<file path="src/rtl/hazard_pkg.sv">
package hazard_pkg;
  localparam int OPC_W = 6;

  localparam logic [OPC_W-1:0] OPC_RTYPE = 6'h00;
  localparam logic [OPC_W-1:0] OPC_BEQ   = 6'h04;
  localparam logic [OPC_W-1:0] OPC_LW    = 6'h23;
  localparam logic [OPC_W-1:0] OPC_SW    = 6'h2B;

  typedef enum logic [1:0] {
    SEL_RF    = 2'b00,
    SEL_MEMWB = 2'b01,
    SEL_EXMEM = 2'b10
  } fwd_sel_e;
endpackage

</file>
<file path="src/rtl/fwd_sel_unit.sv">
module fwd_sel_unit
  import hazard_pkg::*;
#(
  parameter int REG_AW = 5
) (
  input  logic [REG_AW-1:0] src_i,
  input  logic [REG_AW-1:0] exmem_rd_i,
  input  logic              exmem_wr_i,
  input  logic [REG_AW-1:0] memwb_rd_i,
  input  logic              memwb_wr_i,
  output logic [1:0]        sel_o
);
  logic exmem_hit, memwb_hit;

  assign exmem_hit = exmem_wr_i && (exmem_rd_i != '0) && (exmem_rd_i == src_i);
  assign memwb_hit = memwb_wr_i && (memwb_rd_i != '0) && (memwb_rd_i == src_i);

  // newest result has priority
  always_comb begin
    if (exmem_hit)      sel_o = SEL_EXMEM;
    else if (memwb_hit) sel_o = SEL_MEMWB;
    else                sel_o = SEL_RF;
  end

  always_comb begin
    assert_legal_sel_R4: assert (sel_o != 2'b11);
    if (sel_o == SEL_EXMEM)
      assert_exmem_valid_R1: assert (exmem_wr_i && exmem_rd_i != '0 && exmem_rd_i == src_i);
    if (sel_o == SEL_MEMWB)
      assert_memwb_valid_R2: assert (memwb_wr_i && memwb_rd_i != '0 && memwb_rd_i == src_i);
  end
endmodule

</file>
<file path="src/rtl/load_use_detect.sv">
module load_use_detect
  import hazard_pkg::*;
#(
  parameter int REG_AW = 5
) (
  input  logic              memrd_i,
  input  logic [REG_AW-1:0] ld_rd_i,
  input  logic [REG_AW-1:0] rs_i,
  input  logic [REG_AW-1:0] rt_i,
  input  logic [OPC_W-1:0]  opc_i,
  output logic              stall_o
);
  logic need_rs, need_rt;

  // store data (rt) is not a load-use source
  always_comb begin
    unique case (opc_i)
      OPC_RTYPE, OPC_BEQ: begin need_rs = 1'b1; need_rt = 1'b1; end
      OPC_SW:             begin need_rs = 1'b1; need_rt = 1'b0; end
      default:            begin need_rs = 1'b0; need_rt = 1'b0; end
    endcase
  end

  assign stall_o = memrd_i &&
                   ((need_rs && ld_rd_i == rs_i) || (need_rt && ld_rd_i == rt_i));

  always_comb begin
    if (stall_o) begin
      assert_stall_needs_load_R9: assert (memrd_i);
      assert_stall_opcode_R9: assert (opc_i == OPC_RTYPE || opc_i == OPC_SW || opc_i == OPC_BEQ);
    end
    if (stall_o && opc_i == OPC_SW)
      assert_store_rs_only_R7: assert (ld_rd_i == rs_i);
  end
endmodule

</file>
<file path="src/rtl/hazard_unit.sv">
module hazard_unit
  import hazard_pkg::*;
#(
  parameter int REG_AW = 5
) (
  input  logic [REG_AW-1:0] exmem_rd_i,
  input  logic              exmem_wr_i,
  input  logic [REG_AW-1:0] memwb_rd_i,
  input  logic              memwb_wr_i,
  input  logic [REG_AW-1:0] idex_rs_i,
  input  logic [REG_AW-1:0] idex_rt_i,
  input  logic              idex_memrd_i,
  input  logic [REG_AW-1:0] ifid_rs_i,
  input  logic [REG_AW-1:0] ifid_rt_i,
  input  logic [OPC_W-1:0]  ifid_opc_i,
  output logic [1:0]        fwd_a_o,
  output logic [1:0]        fwd_b_o,
  output logic              stall_o,
  output logic              pc_we_o,
  output logic              ifid_we_o,
  output logic              bubble_o
);
  localparam int N_OPS = 2;

  logic [N_OPS-1:0][REG_AW-1:0] op_src;
  logic [N_OPS-1:0][1:0]        op_sel;
  logic                         lu_stall;

  assign op_src[0] = idex_rs_i;
  assign op_src[1] = idex_rt_i;

  for (genvar g = 0; g < N_OPS; g++) begin : g_fwd
    fwd_sel_unit #(.REG_AW(REG_AW)) i_fwd (
      .src_i      (op_src[g]),
      .exmem_rd_i (exmem_rd_i),
      .exmem_wr_i (exmem_wr_i),
      .memwb_rd_i (memwb_rd_i),
      .memwb_wr_i (memwb_wr_i),
      .sel_o      (op_sel[g])
    );
  end

  assign fwd_a_o = op_sel[0];
  assign fwd_b_o = op_sel[1];

  load_use_detect #(.REG_AW(REG_AW)) i_lu (
    .memrd_i (idex_memrd_i),
    .ld_rd_i (idex_rt_i),
    .rs_i    (ifid_rs_i),
    .rt_i    (ifid_rt_i),
    .opc_i   (ifid_opc_i),
    .stall_o (lu_stall)
  );

  assign stall_o   = lu_stall;
  assign pc_we_o   = ~lu_stall;
  assign ifid_we_o = ~lu_stall;
  assign bubble_o  = lu_stall;

  always_comb begin
    if (fwd_a_o == SEL_EXMEM && fwd_b_o == SEL_EXMEM)
      assert_both_ops_same_R5: assert (idex_rs_i == idex_rt_i);
    if (!idex_memrd_i)
      assert_no_hold_wo_load_R10: assert (pc_we_o && ifid_we_o && !bubble_o);
  end
endmodule

</file>
<file path="config.mk">
export PLATFORM = sky130hd
export DESIGN_NAME = hazard_unit
export DESIGN_NICKNAME = d
export VERILOG_FILES = /design/src/rtl/hazard_pkg.sv /design/src/rtl/fwd_sel_unit.sv /design/src/rtl/load_use_detect.sv /design/src/rtl/hazard_unit.sv
export SDC_FILE = /design/constraint.sdc
export NUM_CORES = 1
export LEC_CHECK = 0
export CAP_MARGIN = 10
export CORE_MARGIN = 4
export CORE_UTILIZATION = 34
export DETAILED_ROUTE_END_ITERATION = 12
export PLACE_DENSITY = 0.94
export SYNTH_ARGS = -nofsm -noshare
export SYNTH_HDL_FRONTEND = slang
export SYNTH_HIERARCHICAL = 1
export SYNTH_SLANG_ARGS = --single-unit
</file>
<file path="constraint.sdc">
create_clock -name vclk -period 1.8
set_input_delay 0.27 -clock vclk [all_inputs]
set_output_delay 0.27 -clock vclk [all_outputs]
set_load 0.05 [all_outputs]
</file>
# --- Yosys cells after proc, flatten, opt, wreduce, memory -nomap -nowiden ---
# Cells that the tools add are included.
op_classes:
  reduce_logical: 15
  eq_ne: 8
  n_bitwise: 1
  n_mux: 6
ops:
  columns: ["op", "n"]
  rows:
  - ["== test 5 bit", 6]
  - ["nonzero test 5 bit", 2]
  - ["logical AND 1 bit", 9]
  - ["== test 6 x 3 -> 1 bit (second input constant)", 1]
  - ["== test 6 bit (second input constant)", 1]
  - ["logical NOT 6 bit", 1]
  - ["2-to-1 mux 1 bit", 4]
  - ["2-to-1 mux 2 bit", 2]
  - ["OR reduction 3 bit", 1]
  - ["OR reduction 2 bit", 1]
  - ["logical OR 1 bit", 1]
  - ["NOT 1 bit", 1]
word_totals:
  word_cells: 30
  inputBits: 39
  output_inout_bits: 8
  register_bits: 0

# --- Longest topological paths before layout ---
depth:
  ltp_word: 7
  depth_mapped: 6
  depth_no_buf: 5

# --- Modules after synthesis ---
# The synthesis kept the hierarchy.
by_module_without_submodules:
  columns: ["mod", "area_each_um2", "cells_each", "seq_area_each_um2", "instances"]
  rows:
  - ["fwd_sel_unit", 158.9, 21, 0.0, 2]
  - ["load_use_detect", 152.6, 19, 0.0, 1]
  - ["hazard_unit", 18.8, 3, 0.0, 1]

# --- Worst setup path before layout ---
# Ideal clock, no wire load.
synth_timing:
  path_kind: "input port to output port"
  from: "in ifid_rs_i[3]"
  to: "out pc_we_o"
  arrival_time_ns: 2.404
  required_ns: 1.530
  path_buffers: 1
  slack_ns: -0.874
  path_stages: 6
  cell_sequence: "xor2_1 > nor4_1 > o21ai_1 > o31ai_2 > inv_1 > buf_4"
synth_via:
  elab_chain_cells: 5
synth_lines:
  columns: ["item", "line_no", "rtl"]
  rows:
  - ["start: declaration", "hazard_unit.sv:13", "input logic [REG_AW-1:0] ifid_rs_i,"]
  - ["== test 5 bit", "load_use_detect.sv:25", "((need_rs && ld_rd_i == rs_i) || (need_rt && ld_rd_i == rt_i));"]
  - ["logical AND 1 bit", "load_use_detect.sv:25", null]
  - ["logical OR 1 bit", "load_use_detect.sv:25", null]
  - ["logical AND 1 bit", "load_use_detect.sv:24", "assign stall_o = memrd_i &&"]
  - ["named net bubble_o", "hazard_unit.sv:21", "output logic bubble_o"]
  - ["NOT 1 bit", null, null]
  - ["end: declaration", "hazard_unit.sv:19", "output logic pc_we_o,"]
# The timed path passes the listed nets, and every way through them passes these cells.

# --- Worst setup path after layout ---
layout_timing:
  from: "in idex_memrd_i"
  to: "out bubble_o"
layout_via:
  elab_chain_cells: 1
layout_lines:
  columns: ["item", "line_no", "rtl"]
  rows:
  - ["start: declaration", "hazard_unit.sv:12", "input logic idex_memrd_i,"]
  - ["logical AND 1 bit", "load_use_detect.sv:24", null]
  - ["end: declaration", "hazard_unit.sv:21", null]
# Every way passes these cells.

==> flow_metrics.env <==
export IMPL_core_sq_um=1330
export IMPL_grt_max_degree=6
export IMPL_grt_pass1_wl_mm=3.97
export IMPL_die_area_sq_um=2110
export IMPL_hold_depth=4
export IMPL_rows=13
export IMPL_required_ps=1530
export IMPL_via_count=823
export IMPL_nClkBuffers=0
export IMPL_die_height_um=45.9
export IMPL_fin_setup_tns_ps=-340
export IMPL_numPortBuffers=47
export IMPL_ys_seq_area_share_pct=0
export IMPL_min_period_ps=1900
export IMPL_max_slew_margin_pct=75.0
export IMPL_syn_area_per_cell_sq_um=7.64
export IMPL_hold_path_class="input port to output pin"
export IMPL_slew_violations=0
export IMPL_cp_end_kind="output pin"
export IMPL_fillCellCount=48
export IMPL_dp_hpwl_mm=2.05
export IMPL_grt_pass1_vias=776
export IMPL_path_max_fanout=2
export IMPL_worstSetupPathType="input port to output pin"
export IMPL_post_route_cells_drive_above_1_share_pct=53.3
export IMPL_ys_warn_count=6
export IMPL_power_density_nw_per_um2=216
export IMPL_peakVddDrop_mv=0.138
export IMPL_post_place_ws_ps=-349
export IMPL_hold_buffers=0
export IMPL_setup_slack_ps=-97.3
export IMPL_finish_utilization_pct=92.6
export IMPL_syn_nets=103
export IMPL_syn_instance_count=64
export IMPL_min_period_over_period_pct=105
export IMPL_overflow=0
export IMPL_synthesis_area_sq_um=489
export IMPL_whs_endpoint="fwd_a_o[0]"
export IMPL_viasPerCell=6.01
export IMPL_area_growth_syn_to_layout_pct=152
export IMPL_multiInputGateArea_sq_um=602
export IMPL_first_iter_violations=15
export IMPL_outcome="complete, but fails checks"
export IMPL_grt_antenna_before_repair=0
export IMPL_failed_checks="setup timing"
export IMPL_seq_cells=0
export IMPL_die_width_um=45.9
export IMPL_totalWireLength_mm=3.47
export IMPL_grt_setup_unrepaired="yes"
export IMPL_setup_violations=7
export IMPL_ant_nets=0
export IMPL_drv_cap=0
export IMPL_register_area_sq_um=0
export IMPL_worst_pin_slew_ps=371
export IMPL_routedWlPerCell_um=25.3
export IMPL_p_leak_nw=0.503
export IMPL_arrival_ps=1630
export IMPL_start_kind="input port"
export IMPL_firstDrtPassIters=4
export IMPL_gp_congestion=0.761
export IMPL_drc=0
export IMPL_nets=163
export IMPL_min_from="memwb_rd_i[4]"
export IMPL_hold_violations=0
export IMPL_pin_count=47
export IMPL_yosysUniqueCellTypes=18
export IMPL_grt_total_usage_pct=26.3
export IMPL_initial_utilization_pct=36.7
export IMPL_clock_fmax_ghz=0.527
export IMPL_diodes=0
==> timing repair <==
item,4_1_cts,5_1_grt
endpoints found under the setup margin,8,8
resized for setup,70,43
setup buffers,2,0
pin swaps,18,15
==> per-stage QoR <==
stage	std cells	area [sq um]	power (mW)	hold slack (ps)
floorplan	64	498	0.0743	718
global placement	135	1110	0.216	1280
detailed placement	135	1110	0.228	1280
CTS	137	1150	0.226	1160
global route	137	1230	0.278	1210
finish	137	1230	0.267	1190
==> worst max-delay path: stages <==
cell	delay [ps]
dlygate4sd2_1	260
nand2b_4	90
nor4_4	290
nand4_1	260
o31ai_4	160
buf_6	170
buf_12	130
==> report_power, final <==
group / switching (mW) / internal (mW) / total, mW
clock network: 0 / 0 / 0
registers: 0 / 0 / 0
logic: 0.134 / 0.134 / 0.267
total: 0.134 / 0.134 / 0.267
==> synthesized netlist by cell type <==
cell | number | share of area (%)
buf_4 | 4 | 6.1
o21ai_1 | 1 | 1.0
nor4_1 | 4 | 5.1
o31ai_2 | 1 | 2.6
nand2_1 | 4 | 3.1
xnor2_1 | 12 | 21
inv_1 | 1 | 0.77
nand3_1 | 4 | 4.1
nor4_2 | 1 | 2.6
a211oi_2 | 2 | 5.1
nor2_1 | 3 | 2.3
nand4_1 | 2 | 2.6
nor3_2 | 2 | 4.1
xor2_1 | 14 | 25
nor3_1 | 4 | 4.1
nand2b_1 | 1 | 1.3
o41ai_2 | 2 | 6.6
a21oi_1 | 2 | 2.0
==> cell families (layout without fill, tap and decap cells) <==
| kind of cell | after synthesis | count (layout) | share of synthesized area (%) |
|---|---|---|---|
| simple gates | 25 | 25 | 29.2 |
| buf+inv | 5 | 63 | 6.90 |
| compound gates | 8 | 8 | 17.4 |
| xor+xnor | 26 | 26 | 46.5 |
==> layout make-up <==
cell class / count / share of cell area, %
inverters: 1 / 0.304
repair buffers: 62 / 49.4
multi-input cells: 59 / 48.7
well taps: 15 / 1.52
==> worst max-delay path by stage <==
| stage | from | to | slack [ps] | depth (start not counted) |
|---|---|---|---|---|
| CTS | idex_rt_i[2] | bubble_o | -30 | 7 |
| detailed placement | idex_rt_i[3] | bubble_o | -350 | 7 |
| global route | idex_memrd_i | bubble_o | -140 | 7 |
| global placement | idex_rt_i[3] | bubble_o | -250 | 7 |
| finish | idex_memrd_i | bubble_o | -100 | 7 |
| floorplan | ifid_rs_i[3] | pc_we_o | -500 | 6 |
==> cells in the final DEF (no fill, tap or decap) <==
| master | instances |
|---|---|
| dlygate4sd2_1 | 13 |
| buf_4 | 12 |
| xnor2_1 | 10 |
| buf_6 | 10 |
| xor2_1 | 9 |
| clkbuf_2 | 8 |
| clkdlybuf4s50_1 | 7 |
| buf_12 | 5 |
| nand2_1 | 4 |
| nor3_2 | 4 |
| xor2_2 | 4 |
| nand3_1 | 3 |
| nor4_4 | 3 |
| nor2_1 | 2 |
| o41ai_2 | 2 |
| a211oi_2 | 2 |
| nor3_1 | 2 |
| a21oi_1 | 2 |
| xnor2_2 | 2 |
| nand4_1 | 2 |
| buf_2 | 2 |
| inv_2 | 1 |
| nor4_1 | 1 |
| nand3_2 | 1 |
| nand2b_4 | 1 |
| nor2_2 | 1 |
| nor4_2 | 1 |
| o21ai_2 | 1 |
| xor2_4 | 1 |
| o31ai_4 | 1 |
| buf_8 | 1 |
| clkdlybuf4s15_1 | 1 |
| clkdlybuf4s15_2 | 1 |
| dlymetal6s2s_1 | 1 |
| clkbuf_16 | 1 |
==> metal layers <==
metal / part of all wire [%] / vias up / track usage (%)
met5: 0 / - / 0
met4: 5.3 / 0 / 4.55
met3: 13 / 20 / 5.53
met2: 47 / 71 / 52.5
met1: 34 / 393 / 27.4
li1: - / 339 / -
Power figures use the tool's default switching activity.
